`config.mk`:
```
export PLATFORM = sky130hd
export DESIGN_NAME = wait_state_gen
export DESIGN_NICKNAME = d
export VERILOG_FILES = /design/src/rtl/wsg_pkg.sv /design/src/rtl/wsg_ctrl_reg.sv /design/src/rtl/wsg_region_decode.sv /design/src/rtl/wsg_wait_calc.sv /design/src/rtl/wsg_wait_counter.sv /design/src/rtl/wait_state_gen.sv
export SDC_FILE = /design/constraint.sdc
export NUM_CORES = 1
export LEC_CHECK = 0
export ABC_AREA = 1
export ABC_CLOCK_PERIOD_IN_PS = 2000
export BUFFER_PORTS_ARGS = -buffer_cell sky130_fd_sc_hd__buf_2
export CORE_MARGIN = 1.5
export CORE_UTILIZATION = 25
export CTS_CLUSTER_DIAMETER = 120
export DETAILED_ROUTE_END_ITERATION = 6
export HOLD_SLACK_MARGIN = 0.06
export PLACE_DENSITY = 0.5
export REMOVE_ABC_BUFFERS = 1
export SYNTH_ARGS = -nofsm -noshare
export SYNTH_HDL_FRONTEND = slang
export SYNTH_SLANG_ARGS = --single-unit
export TNS_END_PERCENT = 50
```
`constraint.sdc`:
```
create_clock -name clk -period 2 [get_ports clk]
set_input_delay 0 -clock clk [delete_from_list [all_inputs] [get_ports clk]]
set_output_delay 0 -clock clk [all_outputs]
set_load 0.1 [all_outputs]
```
`src/rtl/wsg_pkg.sv`:
```
package wsg_pkg;
    localparam int unsigned WSG_ADDR_W    = 14;
    localparam int unsigned WSG_DATA_W    = 16;
    localparam int unsigned WSG_CODE_W    = 3;
    localparam int unsigned WSG_REGIONS   = 4;
    localparam int unsigned WSG_IO_ADDR_W = 11;
    localparam logic [WSG_ADDR_W-1:0] WSG_CTRL_ADDR = 14'h3FFE;

    typedef enum logic {
        SPACE_IO = 1'b0,
        SPACE_DM = 1'b1
    } space_e;
endpackage

```
`src/rtl/wsg_ctrl_reg.sv`:
```
module wsg_ctrl_reg #(
    parameter int unsigned ADDR_W = wsg_pkg::WSG_ADDR_W,
    parameter int unsigned DATA_W = wsg_pkg::WSG_DATA_W,
    parameter logic [ADDR_W-1:0] CTRL_ADDR = wsg_pkg::WSG_CTRL_ADDR
) (
    input  logic              clk,
    input  logic              rst_n,
    input  logic              wr_en,
    input  logic [ADDR_W-1:0] wr_addr,
    input  logic [DATA_W-1:0] wr_data,
    output logic [DATA_W-1:0] value
);
    typedef struct packed {
        logic [DATA_W-1:0] word;
    } reg_state_t;

    reg_state_t st_d, st_q;

    always_comb begin
        st_d = st_q;
        if (wr_en && (wr_addr == CTRL_ADDR)) begin
            st_d.word = wr_data;
        end
    end

    always_ff @(posedge clk or negedge rst_n) begin
        if (!rst_n) begin
            st_q.word <= '1;
        end else begin
            st_q <= st_d;
        end
    end

    assign value = st_q.word;
endmodule

```
`src/rtl/wsg_region_decode.sv`:
```
module wsg_region_decode #(
    parameter int unsigned DATA_W    = wsg_pkg::WSG_DATA_W,
    parameter int unsigned CODE_W    = wsg_pkg::WSG_CODE_W,
    parameter int unsigned REGIONS   = wsg_pkg::WSG_REGIONS,
    parameter int unsigned IO_ADDR_W = wsg_pkg::WSG_IO_ADDR_W
) (
    input  logic [IO_ADDR_W-1:0] io_addr,
    input  logic                 space,
    input  logic [DATA_W-1:0]    ctrl,
    output logic [CODE_W-1:0]    code,
    output logic                 mode
);
    localparam int unsigned SEL_W  = $clog2(REGIONS);
    localparam int unsigned DM_LSB = REGIONS * CODE_W;
    localparam int unsigned MODE_B = DATA_W - 1;

    logic [SEL_W-1:0]  sel;
    logic [CODE_W-1:0] region_code [REGIONS];
    logic [CODE_W-1:0] io_code;

    // region index comes from the top bits of the I/O offset
    assign sel = io_addr[IO_ADDR_W-1 -: SEL_W];

    for (genvar r = 0; r < REGIONS; r++) begin : g_region
        assign region_code[r] = (sel == SEL_W'(r)) ? ctrl[r*CODE_W +: CODE_W] : '0;
    end

    always_comb begin
        io_code = '0;
        for (int r = 0; r < REGIONS; r++) begin
            io_code = io_code | region_code[r];
        end
    end

    assign code = space ? ctrl[DM_LSB +: CODE_W] : io_code;
    assign mode = ctrl[MODE_B];
endmodule

```
`src/rtl/wsg_wait_calc.sv`:
```
module wsg_wait_calc #(
    parameter int unsigned CODE_W = wsg_pkg::WSG_CODE_W,
    localparam int unsigned CNT_W = CODE_W + 1
) (
    input  logic [CODE_W-1:0] code,
    input  logic              mode,
    output logic [CNT_W-1:0]  waits
);
    always_comb begin
        if (!mode) begin
            waits = {1'b0, code};
        end else if (code == '0) begin
            waits = '0;
        end else begin
            waits = {code, 1'b1};
        end
    end
endmodule

```
`src/rtl/wsg_wait_counter.sv`:
```
module wsg_wait_counter #(
    parameter int unsigned CNT_W = wsg_pkg::WSG_CODE_W + 1
) (
    input  logic             clk,
    input  logic             rst_n,
    input  logic             req,
    input  logic [CNT_W-1:0] load_val,
    output logic             ready,
    output logic             done
);
    typedef struct packed {
        logic [CNT_W-1:0] cnt;
        logic             done;
    } cnt_state_t;

    cnt_state_t st_d, st_q;
    logic       idle;

    assign idle = (st_q.cnt == '0);

    always_comb begin
        st_d      = st_q;
        st_d.done = 1'b0;
        if (idle) begin
            if (req) begin
                st_d.cnt  = load_val;
                st_d.done = (load_val == '0);
            end
        end else begin
            st_d.cnt  = st_q.cnt - 1'b1;
            st_d.done = (st_q.cnt == CNT_W'(1));
        end
    end

    always_ff @(posedge clk or negedge rst_n) begin
        if (!rst_n) begin
            st_q.cnt  <= '0;
            st_q.done <= 1'b0;
        end else begin
            st_q <= st_d;
        end
    end

    assign ready = idle;
    assign done  = st_q.done;
endmodule

```
`src/rtl/wait_state_gen.sv`:
```
module wait_state_gen #(
    parameter int unsigned ADDR_W    = wsg_pkg::WSG_ADDR_W,
    parameter int unsigned DATA_W    = wsg_pkg::WSG_DATA_W,
    parameter int unsigned CODE_W    = wsg_pkg::WSG_CODE_W,
    parameter int unsigned REGIONS   = wsg_pkg::WSG_REGIONS,
    parameter int unsigned IO_ADDR_W = wsg_pkg::WSG_IO_ADDR_W,
    parameter logic [ADDR_W-1:0] CTRL_ADDR = wsg_pkg::WSG_CTRL_ADDR
) (
    input  logic              clk,
    input  logic              rst_n,
    input  logic              cfg_wr_en,
    input  logic [ADDR_W-1:0] cfg_addr,
    input  logic [DATA_W-1:0] cfg_wdata,
    output logic [DATA_W-1:0] cfg_value,
    input  logic              req_valid,
    input  logic              req_space,
    input  logic [ADDR_W-1:0] req_addr,
    output logic              xfer_ready,
    output logic              xfer_done
);
    localparam int unsigned CNT_W = CODE_W + 1;

    logic [DATA_W-1:0] ctrl_word;
    logic [CODE_W-1:0] sel_code;
    logic              mode_bit;
    logic [CNT_W-1:0]  wait_val;

    wsg_ctrl_reg #(
        .ADDR_W(ADDR_W), .DATA_W(DATA_W), .CTRL_ADDR(CTRL_ADDR)
    ) u_reg (
        .clk(clk), .rst_n(rst_n), .wr_en(cfg_wr_en),
        .wr_addr(cfg_addr), .wr_data(cfg_wdata), .value(ctrl_word)
    );

    wsg_region_decode #(
        .DATA_W(DATA_W), .CODE_W(CODE_W), .REGIONS(REGIONS), .IO_ADDR_W(IO_ADDR_W)
    ) u_dec (
        .io_addr(req_addr[IO_ADDR_W-1:0]), .space(req_space),
        .ctrl(ctrl_word), .code(sel_code), .mode(mode_bit)
    );

    wsg_wait_calc #(.CODE_W(CODE_W)) u_calc (
        .code(sel_code), .mode(mode_bit), .waits(wait_val)
    );

    wsg_wait_counter #(.CNT_W(CNT_W)) u_cnt (
        .clk(clk), .rst_n(rst_n), .req(req_valid), .load_val(wait_val),
        .ready(xfer_ready), .done(xfer_done)
    );

    assign cfg_value = ctrl_word;
endmodule

```
Yosys cells after proc, flatten, opt, wreduce, memory -nomap -nowiden --
Cells that the tools add are included.
Operators by class: add/sub/neg operators 1, multipliers 0, div/mod/pow operators 0, order comparisons 0, eq/ne operators 6, shifts and indexed selects 0, mux-type cells 9, bitwise logic cells 3, reduce and logical (&&, ||, !) cells 5
Operators by type and width (count):
- 2-to-1 mux 3 bit | 5
- == test 14 bit, second input constant | 1
- 2-to-1 mux 5 bit | 2
- OR 3 bit | 3
- logical NOT 4 bit | 2
- 2-to-1 mux 4 bit | 2
- == test 2 bit, second input constant | 2
- == test 4 x 1 -> 1 bit, second input constant | 1
- subtractor 4 x 1 -> 4 bit, second input constant | 1
- logical NOT 3 bit | 1
- == test 2 x 1 -> 1 bit, second input constant | 1
- logical NOT 2 bit | 1
- != test 2 bit, second input constant | 1
- logical AND 1 bit | 1
Storage, ports and cells: register bits after elaboration 21, bits in latches 0, RAM bits 0, bits in read-only memories 0, input port bits 49, output and inout port bits 18, word-level logic and storage cells 27, memories kept 0

Longest topological paths before layout --
Gate-level depths: netlist (run 1).
word-level depth 12, depth in mapped cells 10

Cells and area by module --
Synthesis (run 1) repeated with hierarchy kept, for this count alone.
Second synthesis, totals: cell total of the unflattened synthesis 164, area, all modules 1275.0 µm²
By module, submodules not included:
- wsg_ctrl_reg | times used 1, cells each 83, area each 754.5 µm², sequential area each 420.4 µm²
- wsg_wait_counter | times used 1, cells each 37, area each 300.3 µm², sequential area each 125.1 µm²
- wsg_region_decode | times used 1, cells each 34, area each 178.9 µm², sequential area each 0.0 µm²
- wsg_wait_calc | times used 1, cells each 10, area each 41.3 µm², sequential area each 0.0 µm²

Least setup slack after synthesis (run 1) --
Ideal clock, no wire load.
path type register -> register, from register u_cnt.st_q[1] (netlist bit), to register u_cnt.st_q[2] (netlist bit), arrival 1.678 ns, required time 1.873 ns, setup slack 0.195 ns, stages on the path, launching flop included 7, buffers on the path 0, cell sequence dfrtp_1 -> inv_1 -> ha_1 -> nand2_1 -> inv_1 -> o21ai_0 -> nand3b_1
On the way: word-level cells in the longest chain between the ends 2, elaborated cells between the ends (all ways) 4, those cells by class 1 x add/sub; 1 x eq/ne; 1 x mux; 1 x reduce/logical
RTL lines:
- start: declaration | line wsg_wait_counter.sv:16 | cnt_state_t st_d, st_q;
- start signal: assignment | line wsg_wait_counter.sv:40 | st_q <= st_d;
- logical NOT 4 bit (*) | line wsg_wait_counter.sv:19 | assign idle = (st_q.cnt == '0);
- named net xfer_ready | line wait_state_gen.sv:18 | output logic xfer_ready,
- != test 2 bit (no source line) / 2-to-1 mux 5 bit (equally long branches)
The timed path passes the listed nets; every way through them passes the cells marked *. A chain may end at the register's enable or synchronous reset.

Worst setup path after layout (run 1) --
from register u_cnt.st_q[2] (netlist bit), to output port xfer_ready
On the way: word-level cells in the longest chain between the ends 1
RTL lines (line):
- logical NOT 4 bit | wsg_wait_counter.sv:19
- end: declaration | wait_state_gen.sv:18
No other way between the ends.

==> flow_summary.yaml, run 1 <==
yosys:
  ys_top_cells_by_count: "sky130_fd_sc_hd__nand2_1 (40), sky130_fd_sc_hd__inv_1 (27), sky130_fd_sc_hd__o21ai_0 (19)"
  register_bit_count_reported_by_yosys: 21
  yosys-top-cells-area: "sky130_fd_sc_hd__dfstp_2 (35%), sky130_fd_sc_hd__nand2_1 (13%), sky130_fd_sc_hd__dfrtp_1 (10%)"
  syn-instance-count: 162
  yosys.area.top_type: "sky130_fd_sc_hd__dfstp_2"
  avgSynthCellArea_sq_um: 7.40
  ys_seq_area_share_pct: 45.5
  yosysWarningCount: 0
  synthArstFlopShare_pct: 100
  synth-edff-count: 0
  synth_top_area_share_pct: 35.1
  synth.cell_area_sq_mm: 0.00120
  synth_top_flop_cell: "sky130_fd_sc_hd__dfstp_2"
  synth.most_common_cell: "sky130_fd_sc_hd__nand2_1"
  netlist-cell-type-count: 18
clocking:
  htree_levels: 1
  number_of_buffers_created_by_cts: 3
  cts.sinks: 21
  worst_skew_pair_latency_ps: 260
  post_cts.repair.setup_buffers: 0
  clkSlewWorstSetupHoldPaths_ps: 80
  clk_root_buffer_cell: "sky130_fd_sc_hd__clkbuf_8"
  clock_tree_from_tritoncts: "built"
  clk_path_buf_depth: 2
die:
  initial_core_util_pct: 25.7
  std_cell_rows: 25
  ioPinCount: 67
  area_inside_the_core_boundary_sq_mm: 0.00466
  dieHeight_um: 72.2
  chipWidth_um: 72.2
  area_of_the_die_sq_mm: 0.00522
power_and_ir_drop:
  design_internal_power_w: 0.000778
  net-switching-power_w: 0.000447
  power_switching_share_pct: 36.5
  seq_power_share_pct: 42.6
  p_clk_share_pct: 23.3
  total_power_consumption_w: 0.00122
  ir_worst_vdd_uv: 313
  cellLeakagePower_nw: 0.920
  pwr_density_cell_mw_per_mm2: 710
  share_comb_of_total_power_pct: 34.1
critical_path:
  worstPathArrival_ps: 1690
  worst_setup_path_end_kind: "primary output"
  critical_path_class: "reg -> out"
  worstPathMaxFanout: 5
  critPathLaunchType: "flip-flop"
  required_ps: 2000
finish:
  final_nets: 284
  antenna_cells_inserted: 0
  area_growth_syn_to_layout_pct: 43.8
  final_layout_size_suffix_gt1_share_pct: 34.1
  instances_no_fill: 286
  fillers: 499
routing:
  vias: 1201
  drtPass1Iterations: 4
  number_of_vias_per_cell: 4.20
  route.final.wire_length_mm: 2.81
  drcViolationCount: 0
  routedWlPerCell_um: 9.81
  drt.antenna.violating_nets: 0
  detail_route.iter0.violations: 41
run_status:
  status: "finished clean"
timing:
  timing_max_transition_violations_final: 0
  timing.final.setup_violations: 0
  min_period_ps: 1690
  grt_setup_unrepaired: "false"
  relSlewSlack_pct: 67.6
  timing.hold.ws_ps: 157
  period_share_pct: 84.7
  final.setup.worst_slack_ps: 306
  max_freq_mhz: 590
  final_hold_viol_count: 0
  setup_total_negative_slack_ps: 0
  finalClockSkew_ps: 8.55
  worst-slew-pin-transition_ps: 489
global_route:
  grt_max_degree: 33
  grt_util_met2_pct: 20.4
  grt_first_pass_wirelength_mm: 4.82
  grt_usage_pct: 11.7
  met1_demand_to_capacity_share_in_global_routing_pct: 14.2
  grt_antenna_before_repair: 0
  global_route.overflow_total: 0
  first_global_vias: 1133
  grt_util_met3_pct: 3.89
  highest_utilization_routing_layer_at_the_global_route_stage: "met2"
min_path:
  worst_hold_path_type: "in -> reg"
placed_design:
  detailedPlace.worstSlack_ps: 514
  placement.io_buffers: 54
  dpl.hpwl_mm: 2.16
  place_inst: 265
  final_weighted_congestion_in_routability_driven_placement: 0.784
run:
  drv_cap: 0
==> layout by cell type (no fill, tap or decap) <==
| cell | Yosys | routed |
|---|---|---|
| sky130_fd_sc_hd__inv_1 | 27 | 27 |
| sky130_fd_sc_hd__clkbuf_8 | 0 | 3 |
| sky130_fd_sc_hd__inv_4 | 0 | 1 |
| sky130_fd_sc_hd__dfrtp_1 | 5 | 5 |
| sky130_fd_sc_hd__dfstp_2 | 16 | 16 |
| sky130_fd_sc_hd__nor2_1 | 16 | 16 |
| sky130_fd_sc_hd__xor2_1 | 1 | 1 |
| sky130_fd_sc_hd__ha_1 | 2 | 2 |
| sky130_fd_sc_hd__buf_2 | 3 | 54 |
| sky130_fd_sc_hd__nand3_1 | 18 | 18 |
| sky130_fd_sc_hd__nand4_1 | 3 | 3 |
| sky130_fd_sc_hd__nand2_1 | 40 | 40 |
| sky130_fd_sc_hd__nor2_2 | 3 | 3 |
| sky130_fd_sc_hd__buf_4 | 3 | 1 |
| sky130_fd_sc_hd__nand3b_1 | 1 | 1 |
| sky130_fd_sc_hd__nor3_4 | 1 | 1 |
| sky130_fd_sc_hd__dlygate4sd3_1 | 0 | 17 |
| sky130_fd_sc_hd__clkinv_1 | 1 | 1 |
| sky130_fd_sc_hd__o21ai_0 | 19 | 19 |
| sky130_fd_sc_hd__o22ai_1 | 2 | 2 |
| sky130_fd_sc_hd__o31ai_1 | 1 | 1 |
==> final cells by class <==
| type | instances | area [sq um] | area share [%] |
|---|---|---|---|
| well taps | 54 | 67.6 | 3.92 |
| clock inverters | 1 | 6.26 | 0.363 |
| inverters | 28 | 105 | 6.10 |
| repair buffers | 72 | 448 | 26.0 |
| flip-flops and latches | 21 | 546 | 31.6 |
| clock buffers | 3 | 41.3 | 2.39 |
| multi-input cells | 107 | 510 | 29.6 |
==> kinds of logic after synthesis <==
family / synth area share (%)
flip-flops: 45.5
AO/OA/AOI/OAI: 9.60
adder cells (fa/ha/maj): 2.09
buffers and inverters: 11.9
XOR/XNOR: 0.731
AND/OR/NAND/NOR: 30.2
==> registers in the layout (all words and copies together), names as in the netlist <==
| signal | count |
|---|---|
| u_cnt.done | 1 |
| u_reg.value | 16 |
| u_cnt.st_q | 4 |
==> power groups by stage <==
stage | Combinational, W | Sequential (W) | Clock (W)
finish | 0.000417 | 0.000522 | 0.000285
global route | 0.000465 | 0.000527 | 0.000316
CTS | 0.000422 | 0.000521 | 0.000302
detailed placement | 0.000394 | 0.000528 | 0
global placement | 0.000389 | 0.000526 | 0
floorplan | 0.000251 | 0.000564 | 0
==> critical path: stages, from the launching register on <==
cell                      delay (ps)
sky130_fd_sc_hd__dfrtp_1         410
sky130_fd_sc_hd__inv_1           110
sky130_fd_sc_hd__ha_1            210
sky130_fd_sc_hd__nand2_1         140
sky130_fd_sc_hd__inv_1           120
sky130_fd_sc_hd__buf_2           430
==> metal layers <==
layer	part of all wire [%]	vias to the layer above
li1	-	648
met1	47	516
met2	46	35
met3	6.3	2
met4	0.61	0
met5	0	-
==> timing repair <==
item	in CTS	in global routing
resized for setup	0	0
endpoints found under the hold margin	37	0
hold buffers	17	0
==> through the flow <==
| step | utilization, % | instance area (sq um) |
|---|---|---|
| 2_1_floorplan | - | 1160 |
| 3_3_place_gp | 32.3 | 1510 |
| 3_5_place_dp | 32.3 | 1510 |
| 4_1_cts | 37.0 | 1720 |
| 5_1_grt | 37.0 | 1720 |
| 6_report | 37.0 | 1720 |
==> path summary, 6_finish.rpt <==
check,to,cells past startpoint,from,slack (ps)
worst max-delay path,xfer_ready,5,u_cnt.st_q[2]$_DFFE_PN0P_,310
worst max register to register,u_cnt.st_q[4]$_DFFE_PN0P_,8,u_cnt.st_q[2]$_DFFE_PN0P_,480
worst min-delay path,u_cnt.st_q[1]$_DFFE_PN0P_,6,req_valid,160
max in group asynchronous,u_reg.value[0]$_DFFE_PN1P_,2,rst_n,1430
min in group asynchronous,u_cnt.done$_DFF_PN0_,2,rst_n,230
worst min register to register,u_reg.value[10]$_DFFE_PN1P_,2,u_reg.value[10]$_DFFE_PN1P_,490
No activity file was read; power rests on OpenSTA's default activity.
==> inputs of run 2 (changes only) <==
ABC_CLOCK_PERIOD_IN_PS = 1690   (was 2000)
clock period = 1.69 ns   (was 2 ns; I/O delays follow)
==> run 2 against run 1 <==
Against the previous run:
- final cell count unchanged
- sequential power up 18%
- non-clock buffer count did not move
- critical endpoint unchanged
- die area is the same
- critical path type unchanged
- combinational power increased by 19%
==> flow_summary.yaml, run 2 (same netlist as run 1, synthesis figures left out) <==
run_status:
  status: "finished clean"
power_and_ir_drop:
  cellLeakagePower_nw: 0.919
  ir_worst_vdd_uv: 397
  pwr_density_cell_mw_per_mm2: 844
timing:
  timing_max_transition_violations_final: 0
  min_period_ps: 1570
  final_hold_viol_count: 0
  max_freq_mhz: 636
  final.setup.worst_slack_ps: 117
  grt_setup_unrepaired: "false"
  period_share_pct: 93.1
  relSlewSlack_pct: 67.6
  worst-slew-pin-transition_ps: 489
  finalClockSkew_ps: 3.78
  timing.final.setup_violations: 0
placed_design:
  final_weighted_congestion_in_routability_driven_placement: 0.786
  detailedPlace.worstSlack_ps: 220
  postPlaceCellArea_sq_mm: 0.00151
  place_inst: 265
  placement.io_buffers: 54
  dpl.hpwl_mm: 2.16
clocking:
  cts.sinks: 21
  clk_root_buffer_cell: "sky130_fd_sc_hd__clkbuf_8"
  clock_tree_from_tritoncts: "built"
  clkSlewWorstSetupHoldPaths_ps: 80
  number_of_buffers_created_by_cts: 3
  clk_path_buf_depth: 2
  worst_skew_pair_latency_ps: 260
  post_cts.repair.setup_buffers: 0
  htree_levels: 1
die:
  std_cell_rows: 25
  dieHeight_um: 72.2
  initial_core_util_pct: 25.7
  area_inside_the_core_boundary_sq_mm: 0.00466
  chipWidth_um: 72.2
  ioPinCount: 67
  area_of_the_die_sq_mm: 0.00522
critical_path:
  critical_path_class: "reg -> out"
  critPathLaunchType: "flip-flop"
  r2r_start: "u_cnt.st_q[2]$_DFFE_PN0P_"
  worstPathArrival_ps: 1570
  worstPathMaxFanout: 5
  critPathSlowestCell: "sky130_fd_sc_hd__dfrtp_1"
  worst-r2r-cell-count: 8
  timing.critical_path.cells: "inv_1 -> ha_1 -> nand2_1 -> inv_1 -> clkbuf_4"
  reg2reg_to: "u_cnt.st_q[4]$_DFFE_PN0P_"
  largest_stage_delay_on_the_critical_path_ps: 420
  reg2reg_slack_ps: 230
  worst_setup_path_end_kind: "primary output"
  required_ps: 1690
  worst_path_most_repeated_cell: "sky130_fd_sc_hd__inv_1"
min_path:
  min_delay_path_depth: 6
  worst_hold_path_type: "in -> reg"
  hp-start: "req_valid"
  hold_path_end: "u_cnt.st_q[1]$_DFFE_PN0P_"
routing:
  drtPass1Iterations: 6
  number_of_vias_per_cell: 4.22
  detail_route.iter0.violations: 29
  vias: 1206
  routedWlPerCell_um: 10.0
  drt.antenna.violating_nets: 0
  drcViolationCount: 0
  route.final.wire_length_mm: 2.86
finish:
  mostFrequentLayoutCell: "sky130_fd_sc_hd__buf_2"
  antenna_cells_inserted: 0
  final_layout_size_suffix_gt1_share_pct: 34.5
  area_growth_syn_to_layout_pct: 44.3
  instances_no_fill: 286
  largest_register_ffs: 16
  final_nets: 284
  layout_common_cells: "sky130_fd_sc_hd__buf_2 (53), sky130_fd_sc_hd__nand2_1 (40), sky130_fd_sc_hd__inv_1 (27), sky130_fd_sc_hd__o21ai_0 (19), sky130_fd_sc_hd__nand3_1 (18)"
  design_area_sq_mm: 0.00173
global_route:
  grt_antenna_before_repair: 0
  grt_first_pass_wirelength_mm: 5.18
  grt_usage_pct: 12.6
  first_global_vias: 1217
  global_route.overflow_total: 0
  grt_max_degree: 33
run:
  drv_cap: 0
[run 2: cell count changes in the layout (fill, tap and decap cells not counted)]
| cell | delta |
|---|---|
| sky130_fd_sc_hd__nor2_2 | +1 |
| sky130_fd_sc_hd__nor2_1 | -1 |
| sky130_fd_sc_hd__clkbuf_4 | +1 |
| sky130_fd_sc_hd__buf_2 | -1 |
[run 2: critical path, delay by kind of cell, from the launching register on]
| kind | cells | cell delay (ps) |
|---|---|---|
| adder cells (fa/ha/maj) | 1 | 210 |
| buffers and inverters | 3 | 560 |
| flip-flops | 1 | 420 |
| AND/OR/NAND/NOR | 1 | 130 |
[run 2: worst max-delay path by stage]
stage | from | endpoint
3_5_place_dp | u_cnt.st_q[2]$_DFFE_PN0P_ | u_cnt.st_q[4]$_DFFE_PN0P_
3_3_place_gp | u_cnt.st_q[1]$_DFFE_PN0P_ | u_cnt.st_q[4]$_DFFE_PN0P_
6_report | u_cnt.st_q[2]$_DFFE_PN0P_ | xfer_ready
5_1_grt | u_cnt.st_q[2]$_DFFE_PN0P_ | xfer_ready
2_1_floorplan | u_cnt.st_q[1]$_DFFE_PN0P_ | u_cnt.st_q[2]$_DFFE_PN0P_
4_1_cts | u_cnt.st_q[2]$_DFFE_PN0P_ | xfer_ready
[run 2: repair_timing]
action                     CTS  global route
gates resized for setup      0             2
hold endpoints to repair    37             0
setup endpoints to repair    0             4
hold buffers                17             0
[run 2: report_power, final]
group | total, W | switching [W] | internal [W]
logic | 0.000498 | 0.000307 | 0.000191
clock network | 0.000342 | 0.000175 | 0.000168
registers | 0.000618 | 0.0000522 | 0.000566
total | 0.00146 | 0.000534 | 0.000924
[run 2: layout make-up]
type / instances / area [sq um]
fill: 492 / 2930
sequential: 21 / 546
multi-input combinational: 107 / 513
timing repair buffer: 72 / 450
inverter: 28 / 105
tap: 54 / 67.6
clock buffer: 3 / 41.3
clock inverter: 1 / 6.26
[run 2: stage by stage]
| stage | hold WS (ps) | utilization, % | total power (W) | setup TNS [ps] |
|---|---|---|---|---|
| floorplan | -296 | - | 0.000965 | -115 |
| global placement | -8.63 | 32.3 | 0.00108 | 0 |
| detailed placement | -7.14 | 32.3 | 0.00109 | 0 |
| CTS | 148 | 37.0 | 0.00147 | 0 |
| global route | 214 | 37.1 | 0.00158 | 0 |
| finish | 169 | 37.1 | 0.00146 | 0 |
[run 2: layer usage]
layer  vias up  GRT usage (%)  wire length [um]
met1       514           15.3              1320
met3         2           3.75               198
met5         -              0                 0
li1        651              -                 -
met2        39           21.7              1320
met4         0           3.56                20
==> inputs of run 3 (changes only) <==
CELL_PAD_IN_SITES_DETAIL_PLACEMENT = 0   (was not set)
CELL_PAD_IN_SITES_GLOBAL_PLACEMENT = 1   (was not set)
PLACE_DENSITY = 0.69   (was 0.5)
==> run 3 against run 2 <==
Against the previous run:
- power is 0.87% lower
- critical path depth unchanged
- register-to-register slack got worse by 50 ps
- final cell count unchanged
- sequential cell count stayed put
- highest routed layer is now met3
- clock-buffer cell count is the same
- fmax up 0.12%
- clock power decreased by 5%
- setup slack gained 1.8 ps
- combinational power grew 2%
- sequential share of layout area rose by 0.069 points
- worst hold slack gained 8.5 ps
==> flow_summary.yaml, run 3 (same netlist as run 1, synthesis figures left out) <==
run_status:
  status: "finished clean"
finish:
  design_area_sq_mm: 0.00173
  area_growth_syn_to_layout_pct: 43.9
  final_layout_size_suffix_gt1_share_pct: 34.1
  layout_common_cells: "sky130_fd_sc_hd__buf_2 (53), sky130_fd_sc_hd__nand2_1 (40), sky130_fd_sc_hd__inv_1 (27), sky130_fd_sc_hd__o21ai_0 (19), sky130_fd_sc_hd__nand3_1 (18)"
  final_nets: 284
  largest_register_ffs: 16
  instances_no_fill: 286
  mostFrequentLayoutCell: "sky130_fd_sc_hd__buf_2"
  antenna_cells_inserted: 0
timing:
  grt_setup_unrepaired: "false"
  relSlewSlack_pct: 67.4
  final.setup.worst_slack_ps: 118
  timing.hold.ws_ps: 178
  finalClockSkew_ps: 4.18
  final_hold_viol_count: 0
  min_period_ps: 1570
  period_share_pct: 93.0
  timing.final.setup_violations: 0
  timing_max_transition_violations_final: 0
  max_freq_mhz: 636
  worst-slew-pin-transition_ps: 492
min_path:
  worst_hold_path_type: "in -> reg"
  min_delay_path_depth: 6
die:
  ioPinCount: 67
  initial_core_util_pct: 25.7
  dieHeight_um: 72.2
  std_cell_rows: 25
  area_of_the_die_sq_mm: 0.00522
  chipWidth_um: 72.2
  area_inside_the_core_boundary_sq_mm: 0.00466
clocking:
  post_cts.repair.setup_buffers: 0
  number_of_buffers_created_by_cts: 3
  clk_path_buf_depth: 2
  htree_levels: 1
  worst_skew_pair_latency_ps: 260
  clkSlewWorstSetupHoldPaths_ps: 70
  clk_root_buffer_cell: "sky130_fd_sc_hd__clkbuf_8"
  cts.sinks: 21
  clock_tree_from_tritoncts: "built"
critical_path:
  reg2reg_slack_ps: 180
  reg2reg_to: "u_cnt.st_q[4]$_DFFE_PN0P_"
  worstSetupStartpoint: "u_cnt.st_q[1]$_DFFE_PN0P_"
  largest_stage_delay_on_the_critical_path_ps: 420
  crit_buf_inv: 3
  critPathSlowestCell: "sky130_fd_sc_hd__dfrtp_1"
  worstPathArrival_ps: 1570
  worst_setup_path_end_kind: "primary output"
  required_ps: 1690
  path_depth: 5
  critPathLaunchType: "flip-flop"
  timing.critical_path.cells: "inv_1 -> ha_1 -> nand2_1 -> inv_1 -> clkbuf_4"
  critical_path_class: "reg -> out"
  worstPathMaxFanout: 5
  worst-r2r-cell-count: 8
  critical-path-top-delay-family: "buffers and inverters"
  worst_path_most_repeated_cell: "sky130_fd_sc_hd__inv_1"
  r2r_start: "u_cnt.st_q[1]$_DFFE_PN0P_"
  critical_path.endpoint: "xfer_ready"
power_and_ir_drop:
  total_power_consumption_w: 0.00145
  design_internal_power_w: 0.000922
  ir_worst_vdd_uv: 405
  net-switching-power_w: 0.000524
  power_switching_share_pct: 36.3
  cellLeakagePower_nw: 0.919
  seq_power_share_pct: 42.4
  share_comb_of_total_power_pct: 35.1
  pwr_density_cell_mw_per_mm2: 838
  p_clk_share_pct: 22.4
routing:
  number_of_vias_per_cell: 4.26
  route.final.wire_length_mm: 2.82
  detail_route.iter0.violations: 33
  drt.antenna.violating_nets: 0
  drtPass1Iterations: 4
  drcViolationCount: 0
  routedWlPerCell_um: 9.86
  vias: 1219
run:
  drv_cap: 0
global_route:
  grt_usage_pct: 11.5
  first_global_vias: 1142
  grt_max_degree: 33
  grt_antenna_before_repair: 0
  global_route.overflow_total: 0
  grt_first_pass_wirelength_mm: 4.80
placed_design:
  dpl.hpwl_mm: 2.13
  detailedPlace.worstSlack_ps: 192
  place_inst: 265
  placement.io_buffers: 54
  final_weighted_congestion_in_routability_driven_placement: 0.798
  postPlaceCellArea_sq_mm: 0.00151
## run 3: changes by cell type in the layout (fill, tap and decap cells not counted)
cell	delta
sky130_fd_sc_hd__nor2_1	+1
sky130_fd_sc_hd__nor2_2	-1
sky130_fd_sc_hd__clkinv_2	+1
sky130_fd_sc_hd__inv_4	-1
## run 3: area by class of cell
type                            instances  area [sq um]
Fill cell                             499          2940
Sequential cell                        21           546
Multi-Input combinational cell        107           510
Timing Repair Buffer                   72           450
Inverter                               28           105
Tap cell                               54          67.6
Clock buffer                            3          41.3
Clock inverter                          1          5.00
## run 3: power by group through the flow
stage	registers [W]	logic (W)	clock network, W
floorplan	0.000668	0.000297	0
global placement	0.000624	0.000466	0
detailed placement	0.000623	0.000476	0
CTS	0.000614	0.000508	0.000342
global route	0.000622	0.000576	0.000359
finish	0.000614	0.000508	0.000325
## run 3: metrics by stage
stage | setup TNS [ps] | utilization [%]
CTS | 0 | 37.0
detailed placement | 0 | 32.3
finish | 0 | 37.0
global placement | 0 | 32.3
global route | 0 | 37.0
floorplan | -115 | -
## run 3: how the worst min path moves through the flow
| stage | endpoint | slack (ps) | startpoint |
|---|---|---|---|
| 2_1_floorplan | u_cnt.done$_DFF_PN0_ | -300 | rst_n |
| 5_1_grt | u_cnt.st_q[2]$_DFFE_PN0P_ | 220 | req_valid |
| 4_1_cts | u_cnt.st_q[1]$_DFFE_PN0P_ | 160 | req_valid |
| 3_5_place_dp | u_cnt.done$_DFF_PN0_ | -20 | rst_n |
| 6_report | u_cnt.st_q[1]$_DFFE_PN0P_ | 180 | req_valid |
| 3_3_place_gp | u_cnt.done$_DFF_PN0_ | -20 | rst_n |
## run 3: timing repair
item                                    CTS  global route
endpoints found under the hold margin    37             0
endpoints found under the setup margin    0             1
resized for setup                         0             1
hold buffers                             17             0
## run 3: metal layers
metal  GRT usage (%)  part of all wire, %
met1            14.7                   48
met3            2.50                  6.2
met4            5.03                    0
met2            18.8                   46
met5               0                    0
## run 3: worst reg2reg max path, cell delays in order (launching register included)
cell	delay (ps)
sky130_fd_sc_hd__dfrtp_1	420
sky130_fd_sc_hd__inv_1	100
sky130_fd_sc_hd__ha_1	210
sky130_fd_sc_hd__nand2_1	140
sky130_fd_sc_hd__nor2_1	170
sky130_fd_sc_hd__inv_1	100
sky130_fd_sc_hd__nor2_2	150
sky130_fd_sc_hd__nand2_1	80
sky130_fd_sc_hd__nand3_1	70
